--- src/rtl/sfg_pkg.sv ---
package sfg_pkg;
  // Edge events raised one cycle before the registered bit clock moves
  typedef struct packed {
    logic rise;
    logic fall;
  } edge_evt_t;

  typedef enum logic {
    SRC_INTERNAL = 1'b0,
    SRC_EXTERNAL = 1'b1
  } clk_src_e;
endpackage

--- src/rtl/sfg_int_div.sv ---
module sfg_int_div
  import sfg_pkg::*;
#(
  parameter int DIV_W    = 15,
  parameter int PRE_LOG2 = 2
) (
  input  logic             clk,
  input  logic             rst_n,
  input  logic             run,
  input  logic [DIV_W-1:0] div_in,
  output edge_evt_t        evt
);
  localparam int CNT_W = DIV_W + 1 + PRE_LOG2;

  logic [CNT_W-1:0] cnt_q;
  logic [CNT_W-1:0] half_q;
  logic             phase_q;
  logic             wrap;

  // Half period in core cycles: (div + 1) scaled by the fixed prescale
  function automatic logic [CNT_W-1:0] half_of(input logic [DIV_W-1:0] d);
    logic [CNT_W-1:0] wide;
    wide = {{(CNT_W-DIV_W){1'b0}}, d} + 1'b1;
    return wide << PRE_LOG2;
  endfunction

  assign wrap = run && (cnt_q == half_q - 1'b1);

  always_ff @(posedge clk or negedge rst_n) begin
    if (!rst_n) begin
      cnt_q   <= '0;
      half_q  <= half_of('0);
      phase_q <= 1'b0;
    end else if (!run) begin
      cnt_q   <= '0;
      half_q  <= half_of(div_in);
      phase_q <= 1'b0;
    end else if (wrap) begin
      cnt_q   <= '0;
      half_q  <= half_of(div_in);   // shadow load only at a phase boundary
      phase_q <= ~phase_q;
    end else begin
      cnt_q   <= cnt_q + 1'b1;
    end
  end

  always_comb begin
    evt.rise = wrap & ~phase_q;
    evt.fall = wrap & phase_q;
  end
endmodule

--- src/rtl/sfg_ext_sync.sv ---
module sfg_ext_sync
  import sfg_pkg::*;
#(
  parameter int STAGES = 2
) (
  input  logic      clk,
  input  logic      rst_n,
  input  logic      run,
  input  logic      pin_in,
  output edge_evt_t evt
);
  // pipe[0..STAGES-1] synchronize, pipe[STAGES] remembers the last value
  logic [STAGES:0] pipe_q;

  always_ff @(posedge clk or negedge rst_n) begin
    if (!rst_n)    pipe_q[0] <= 1'b0;
    else if (!run) pipe_q[0] <= 1'b0;
    else           pipe_q[0] <= pin_in;
  end

  for (genvar i = 1; i <= STAGES; i++) begin : g_stage
    always_ff @(posedge clk or negedge rst_n) begin
      if (!rst_n)    pipe_q[i] <= 1'b0;
      else if (!run) pipe_q[i] <= 1'b0;
      else           pipe_q[i] <= pipe_q[i-1];
    end
  end

  always_comb begin
    evt.rise = run & pipe_q[STAGES-1] & ~pipe_q[STAGES];
    evt.fall = run & ~pipe_q[STAGES-1] & pipe_q[STAGES];
  end
endmodule

--- src/rtl/sfg_fs_count.sv ---
module sfg_fs_count #(
  parameter int FS_W = 16
) (
  input  logic            clk,
  input  logic            rst_n,
  input  logic            run,
  input  logic            tick,
  input  logic [FS_W-1:0] fs_in,
  output logic            fsync
);
  logic [FS_W-1:0] cnt_q;
  logic [FS_W-1:0] lim_q;

  always_ff @(posedge clk or negedge rst_n) begin
    if (!rst_n) begin
      cnt_q <= '0;
      lim_q <= '0;
      fsync <= 1'b0;
    end else if (!run) begin
      cnt_q <= '0;
      lim_q <= fs_in;
      fsync <= 1'b0;
    end else if (tick) begin
      if (cnt_q == lim_q) begin
        cnt_q <= '0;
        lim_q <= fs_in;       // new frame length only at the wrap
        fsync <= 1'b1;
      end else begin
        cnt_q <= cnt_q + 1'b1;
        fsync <= 1'b0;
      end
    end
  end
endmodule

--- src/rtl/sclk_fsync_gen.sv ---
module sclk_fsync_gen
  import sfg_pkg::*;
#(
  parameter int DIV_W       = 15,
  parameter int FS_W        = 16,
  parameter int PRE_LOG2    = 2,
  parameter int SYNC_STAGES = 2
) (
  input  logic             clk,
  input  logic             rst_n,
  input  logic             enable,
  input  logic             ext_sel,
  input  logic             ext_sclk,
  input  logic [DIV_W-1:0] clk_div,
  input  logic [FS_W-1:0]  fs_div,
  output logic             sclk_out,
  output logic             fsync_out,
  output logic             sclk_rise,
  output logic             sclk_fall
);
  clk_src_e  src;
  edge_evt_t int_evt;
  edge_evt_t ext_evt;
  edge_evt_t sel_evt;
  logic      int_run;
  logic      ext_run;

  assign src     = clk_src_e'(ext_sel);
  assign int_run = enable && (src == SRC_INTERNAL);
  assign ext_run = enable && (src == SRC_EXTERNAL);

  sfg_int_div #(.DIV_W(DIV_W), .PRE_LOG2(PRE_LOG2)) u_div (
    .clk(clk), .rst_n(rst_n), .run(int_run), .div_in(clk_div), .evt(int_evt)
  );

  sfg_ext_sync #(.STAGES(SYNC_STAGES)) u_sync (
    .clk(clk), .rst_n(rst_n), .run(ext_run), .pin_in(ext_sclk), .evt(ext_evt)
  );

  always_comb sel_evt = (src == SRC_EXTERNAL) ? ext_evt : int_evt;

  sfg_fs_count #(.FS_W(FS_W)) u_fs (
    .clk(clk), .rst_n(rst_n), .run(enable), .tick(sel_evt.rise),
    .fs_in(fs_div), .fsync(fsync_out)
  );

  // Output stage: bit clock and strobes move on the same edge
  always_ff @(posedge clk or negedge rst_n) begin
    if (!rst_n) begin
      sclk_out  <= 1'b0;
      sclk_rise <= 1'b0;
      sclk_fall <= 1'b0;
    end else if (!enable) begin
      sclk_out  <= 1'b0;
      sclk_rise <= 1'b0;
      sclk_fall <= 1'b0;
    end else begin
      sclk_rise <= sel_evt.rise;
      sclk_fall <= sel_evt.fall;
      if (sel_evt.rise)      sclk_out <= 1'b1;
      else if (sel_evt.fall) sclk_out <= 1'b0;
    end
  end
endmodule

--- config.mk ---
export PLATFORM = sky130hd
export DESIGN_NAME = sclk_fsync_gen
export DESIGN_NICKNAME = d
export VERILOG_FILES = /design/src/rtl/sfg_pkg.sv /design/src/rtl/sfg_int_div.sv /design/src/rtl/sfg_ext_sync.sv /design/src/rtl/sfg_fs_count.sv /design/src/rtl/sclk_fsync_gen.sv
export SDC_FILE = /design/constraint.sdc
export NUM_CORES = 1
export LEC_CHECK = 0
export ABC_CLOCK_PERIOD_IN_PS = 4120
export BUFFER_PORTS_ARGS = -buffer_cell sky130_fd_sc_hd__buf_4
export CAP_MARGIN = 20
export CELL_PAD_IN_SITES_DETAIL_PLACEMENT = 1
export CELL_PAD_IN_SITES_GLOBAL_PLACEMENT = 1
export CORE_UTILIZATION = 46
export CTS_CLUSTER_SIZE = 30
export DETAILED_ROUTE_END_ITERATION = 8
export PLACE_DENSITY_LB_ADDON = 0.1
export SLEW_MARGIN = 20
export SYNTH_ARGS = -nofsm -noshare
export SYNTH_HDL_FRONTEND = slang
export SYNTH_SLANG_ARGS = --single-unit
--- constraint.sdc ---
create_clock -name clk -period 4.12 [get_ports clk]
set_input_delay 0.824 -clock clk [delete_from_list [all_inputs] [get_ports clk]]
set_output_delay 0.824 -clock clk [all_outputs]
set_load 0.01 [all_outputs]
Yosys cells after proc, flatten, opt, wreduce, memory -nomap -nowiden
Index checks and enable logic that the tools add are counted.
- flip-flop bits (word level): 76
- bits of input ports: 36
- word-level logic and storage cells: 60
- $add $sub $neg: 4
- equality and inequality tests: 6
- mux-type cells: 24
- bitwise operators: 10
- reductions and logical operators: 4
- operators by type and width (kind ; count):
    $mux 16 ; 6
    $mux 18 ; 4
    $add 18x1->18 const B ; 1
    $eq 18x18->1 ; 1
    $sub 18x1->18 const B ; 1
    $add 15x1->16 const B ; 1
    $add 16x1->16 const B ; 1
    $eq 16x16->1 ; 1
    $mux 1 ; 13
    $and 1x1->1 ; 6
    $ne 2x1->1 const B ; 2
    $not 1->1 ; 4
    $logic_and 1x1->1 ; 3
    $ne 3x1->1 const B ; 1
    $mux 2 ; 1
    $ne 2x2->1 const B ; 1
    $reduce_and 2->1 ; 1

Longest topological paths before layout
- word-level depth: 8
- gate-level depth with buffers: 14

Hierarchy
From an unflattened synthesis, not the netlist that was laid out.
- cells, all modules: 384
- area, all modules: 4172.8 um^2
- modules (own cells, without submodules) (module ; times used ; cells an instance ; area each (um^2)):
    sfg_int_div ; 1 ; 219 ; 2243.4
    sfg_fs_count ; 1 ; 144 ; 1671.6
    sclk_fsync_gen ; 1 ; 13 ; 142.6
    sfg_ext_sync ; 1 ; 8 ; 115.1

Least setup slack after synthesis
Ideal clock, no wire load.
- kind: reg-to-reg
- from: reg u_div.half_q[3]
- to: reg u_fs.lim_q[10]
- library setup time: 0.125 ns
- data arrival time: 2.919 ns
- data required time: 3.995 ns
- setup slack: 1.076 ns
- stages on the path, launching flop included: 12
- cells stage by stage: dfrtp_1 -> inv_1 -> ha_1 -> or4b_4 -> o41ai_2 -> a21oi_1 -> nor3_1 -> o2111ai_1 -> nor4b_2 -> o21a_1 -> buf_2 -> mux2_2
- cells in the longest elaborated chain, start to end: 7
- ends and longest elaborated chain (item ; line ; source):
    from (decl) ; sfg_int_div.sv:16 ; logic [CNT_W-1:0] half_q;
    from (signal assigned) ; sfg_int_div.sv:32 ; half_q <= half_of('0);
    from (signal assigned) ; sfg_int_div.sv:36 ; half_q <= half_of(div_in);
    from (signal assigned) ; sfg_int_div.sv:40 ; half_q <= half_of(div_in);
    $sub 18x1->18 ; sfg_int_div.sv:27 ; assign wrap = run && (cnt_q == half_q - 1'b1);
    $eq 18x18->1 ; sfg_int_div.sv:27 ;
    $logic_and 1x1->1 ; sfg_int_div.sv:27 ;
    $and 1x1->1 ; sfg_int_div.sv:48 ; evt.rise = wrap & ~phase_q;
    $mux 2 ; sclk_fsync_gen.sv:40 ; always_comb sel_evt = (src == SRC_EXTERNAL) ? ext_evt : int_evt;
    $ne 2x1->1 (no source line) ; -- ;
    $reduce_and 2->1 (no source line) ; -- ;
    to (signal assigned) ; sfg_fs_count.sv:21 ; lim_q <= fs_in;
    to (signal assigned) ; sfg_fs_count.sv:26 ; lim_q <= fs_in;
    to (decl) ; sfg_fs_count.sv:12 ; logic [FS_W-1:0] lim_q;
No other way between the ends.
A chain may end at the register's enable or synchronous reset.

Final worst setup path
- from: reg u_div.half_q[3]
- to: reg u_fs.lim_q[8]
The elaborated chain is that of the path after synthesis.

==> run metrics <==
count of final setup violators=0; first-pass GRT wire length=about 16000 um; fmax=around 270 MHz; H-tree depth=3; Post-synth ARST share=between 90% and 100%; r2r endpoint=u_fs.lim_q[8]$_DFFE_PN0P_; # hold bufs at CTS=0; fin cells=approximately 580; CP required=4.36 ns; Max Cap Violations=0; # clock sinks=74; area grow syn2layout=13.0%; worst r2r src=u_div.half_q[3]$_DFFE_PN0P_; RSZ-0062 raised after global routing=false; vias in the first global route=3475; PostCTS Resize Cnt=0; Root Driver=clkbuf_8; Vias=between 3000 and 4000; Core Footprint=between 8000 and 9000 um2; CTS tree=built; IO Pins=40; WL/cell=~16 um; gp weighted congestion=around 0.85; Post-synth EDFFs=0; I/O Buffers=39; # DRC=6; min cycle time layout=about 3.7 ns; Ant. Diodes=0; Worst-path clk slew=0.08 ns; initial core utilization=47.8%; total track usage=a little over a fifth; mean area per synthesized cell=just under 10 um2; WP data arrival=3.92 ns; outcome=complete, but fails checks; hold depth=1; maximum buffer depth of the clock tree=2; FF+latch count, synth=74; number of distinct library cells after synthesis=53; crit path launch type=flop; Primary FF master, synth=dfrtp_1; violated checks=design-rule violations; Post-Synthesis Net Count=between 400 and 500; Hold Slack=roughly 0.5 ns; Nets=509; First-pass DRT Iterations=6; yosys warns=0; postcts setup bufs=0; sequential fraction of the synthesis area=between 40% and 50%; commonest non-fill, non-tap cells in the layout=73 x dfrtp_1, 45 x nor2_1, 44 x buf_4; fin crit share=about 89%; DRT iter0 DRCs=just over 80; setup TNS=0 ns; layout cells sized above 1=18.4%; R2R cell count=11; Syn Inst Count=roughly 430; width of the die=between 90 and 100 um; CTS Buf Count=9; critical path class=flop to flop; Hold Path End=u_sync.pipe_q[1]$_DFF_PN0_; largest net degree at the start of global routing=75; Reg2Reg Setup Slack=around 0.44 ns; die area=9540 um2; hold_sp=u_sync.pipe_q[0]$_DFF_PN0_; Vias/cell=about 5.6; worst-margin pin slew=between 0.9 and 1 ns; # rows=34; CP max FO=29; Cell Pwr Density=between 300 and 400 nW/um2; Hold Crit Class=flop to flop; DRT Wirelength=~9500 um; grt total ovfl=0; die span in y=97.7 um; Final Max Slew Viols=0; Final Hold Vio Count=0; VDD IR max=approximately 160 uV; number of antenna violations at the first check in global routing=0; clk_skew=approximately 0.016 ns; Netlist Area Pre-Place=~4200 um2; Post-DP HPWL=roughly 7000 um; Slew headroom=between 30% and 40%; Skew-Pair Late Insertion Delay=approximately 0.35 ns; Leakage=1.96 nW; dpl cells=~570; Worst setup EP type=flop; commonest non-fill, non-tap cell in the layout=dfrtp_1; post-route ant nets=0
==> layout make-up <==
type                       count  area (um2)
clock buffer                  10         128
clock inverter                 5        56.3
fill                        1015        4050
inverter                       6        22.5
multi-input combinational    334        2230
sequential                    74        1850
tap                          108         135
timing repair buffer          44         330
==> sequential cells by signal, summed over array words and instances, names as in the netlist <==
| register | cells |
|---|---|
| sclk_fall | 1 |
| u_sync.pipe_q | 3 |
| u_fs.fsync | 1 |
| u_fs.cnt_q | 16 |
| sclk_rise | 1 |
| u_div.half_q | 16 |
| u_fs.lim_q | 16 |
| u_div.phase_q | 1 |
| u_div.cnt_q | 18 |
| sclk_out | 1 |
==> metrics by stage <==
step	worst slack [ns]	area, um2	util, %	power, mW
floorplan	1.08	4210	-	0.947
global placement	0.547	4570	51.9	1.02
detailed placement	0.446	4570	51.9	1.03
CTS	0.410	4760	54.0	1.57
global route	0.202	4760	54.0	1.62
finish	0.437	4760	54.0	1.55
==> logic make-up after synthesis <==
logic type	after synthesis	share of synthesized area, %
flops	74	44.0
simple gates	183	23.0
buf+inv	26	3.00
fa+ha+maj	4	1.19
mux	20	5.23
compound gates	58	9.21
xor+xnor	69	14.3
==> cell usage after synthesis (2+ instances only) <==
cell	instances	area (um2)
a211oi_1	2	15.0
a21oi_1	12	60.1
a22o_1	2	17.5
a22oi_1	2	15.0
and2_1	3	18.8
and3_1	13	81.3
buf_2	11	55.1
buf_6	2	22.5
clkbuf_1	7	26.3
dfrtp_1	73	1830
ha_1	4	50.1
inv_1	6	22.5
mux2_2	16	180
mux2i_1	4	40.0
nand2_1	37	139
nand2b_1	7	43.8
nand3_1	23	115
nand3b_1	4	30.0
nand4_1	12	75.1
nor2_1	45	169
nor2b_1	5	31.3
nor3_1	8	40.0
nor4_1	4	25.0
nor4b_2	2	30.0
o21ai_0	14	70.1
o21ai_1	12	60.1
o32ai_1	2	17.5
o41ai_2	2	32.5
or3_1	9	56.3
xnor2_1	42	368
xor2_1	27	236
==> critical path, cell delays in order (launching register included) <==
cell and delay, ns:
dfrtp_1 0.40, inv_1 0.08, ha_1 0.22, or4b_4 0.53
o41ai_2 0.29, a21oi_1 0.14, nor3_1 0.21, o2111ai_1 0.22
nor4b_2 0.56, o21a_1 0.19, buf_4 0.34, mux2_2 0.39
==> worst max-delay path by stage <==
stage                                       to                   startpoint  depth (start not counted)  slack, ns
floorplan           u_fs.lim_q[10]$_DFFE_PN0P_  u_div.half_q[3]$_DFFE_PN0P_                         11       1.08
global placement     u_fs.lim_q[9]$_DFFE_PN0P_  u_div.half_q[3]$_DFFE_PN0P_                         11       0.55
detailed placement   u_fs.lim_q[8]$_DFFE_PN0P_  u_div.half_q[3]$_DFFE_PN0P_                         11       0.45
CTS                  u_fs.lim_q[8]$_DFFE_PN0P_  u_div.half_q[3]$_DFFE_PN0P_                         11       0.41
global route        u_fs.lim_q[12]$_DFFE_PN0P_  u_div.half_q[3]$_DFFE_PN0P_                         11       0.20
finish               u_fs.lim_q[8]$_DFFE_PN0P_  u_div.half_q[3]$_DFFE_PN0P_                         11       0.44
==> power by group <==
group / internal [mW] / total [mW] / switching (mW)
logic: 0.100 / 0.197 / 0.0965
clock network: 0.276 / 0.546 / 0.270
registers: 0.766 / 0.812 / 0.0467
==> layer usage <==
metal,GRT usage (%),vias up,share of wire (%)
met4,8.16,0,1.6
met3,2.88,11,2.9
met1,25.4,1631,42
li1,-,1579,-
met2,39.2,49,53
met5,0,-,0
No activity file was read; power rests on OpenSTA's default activity.
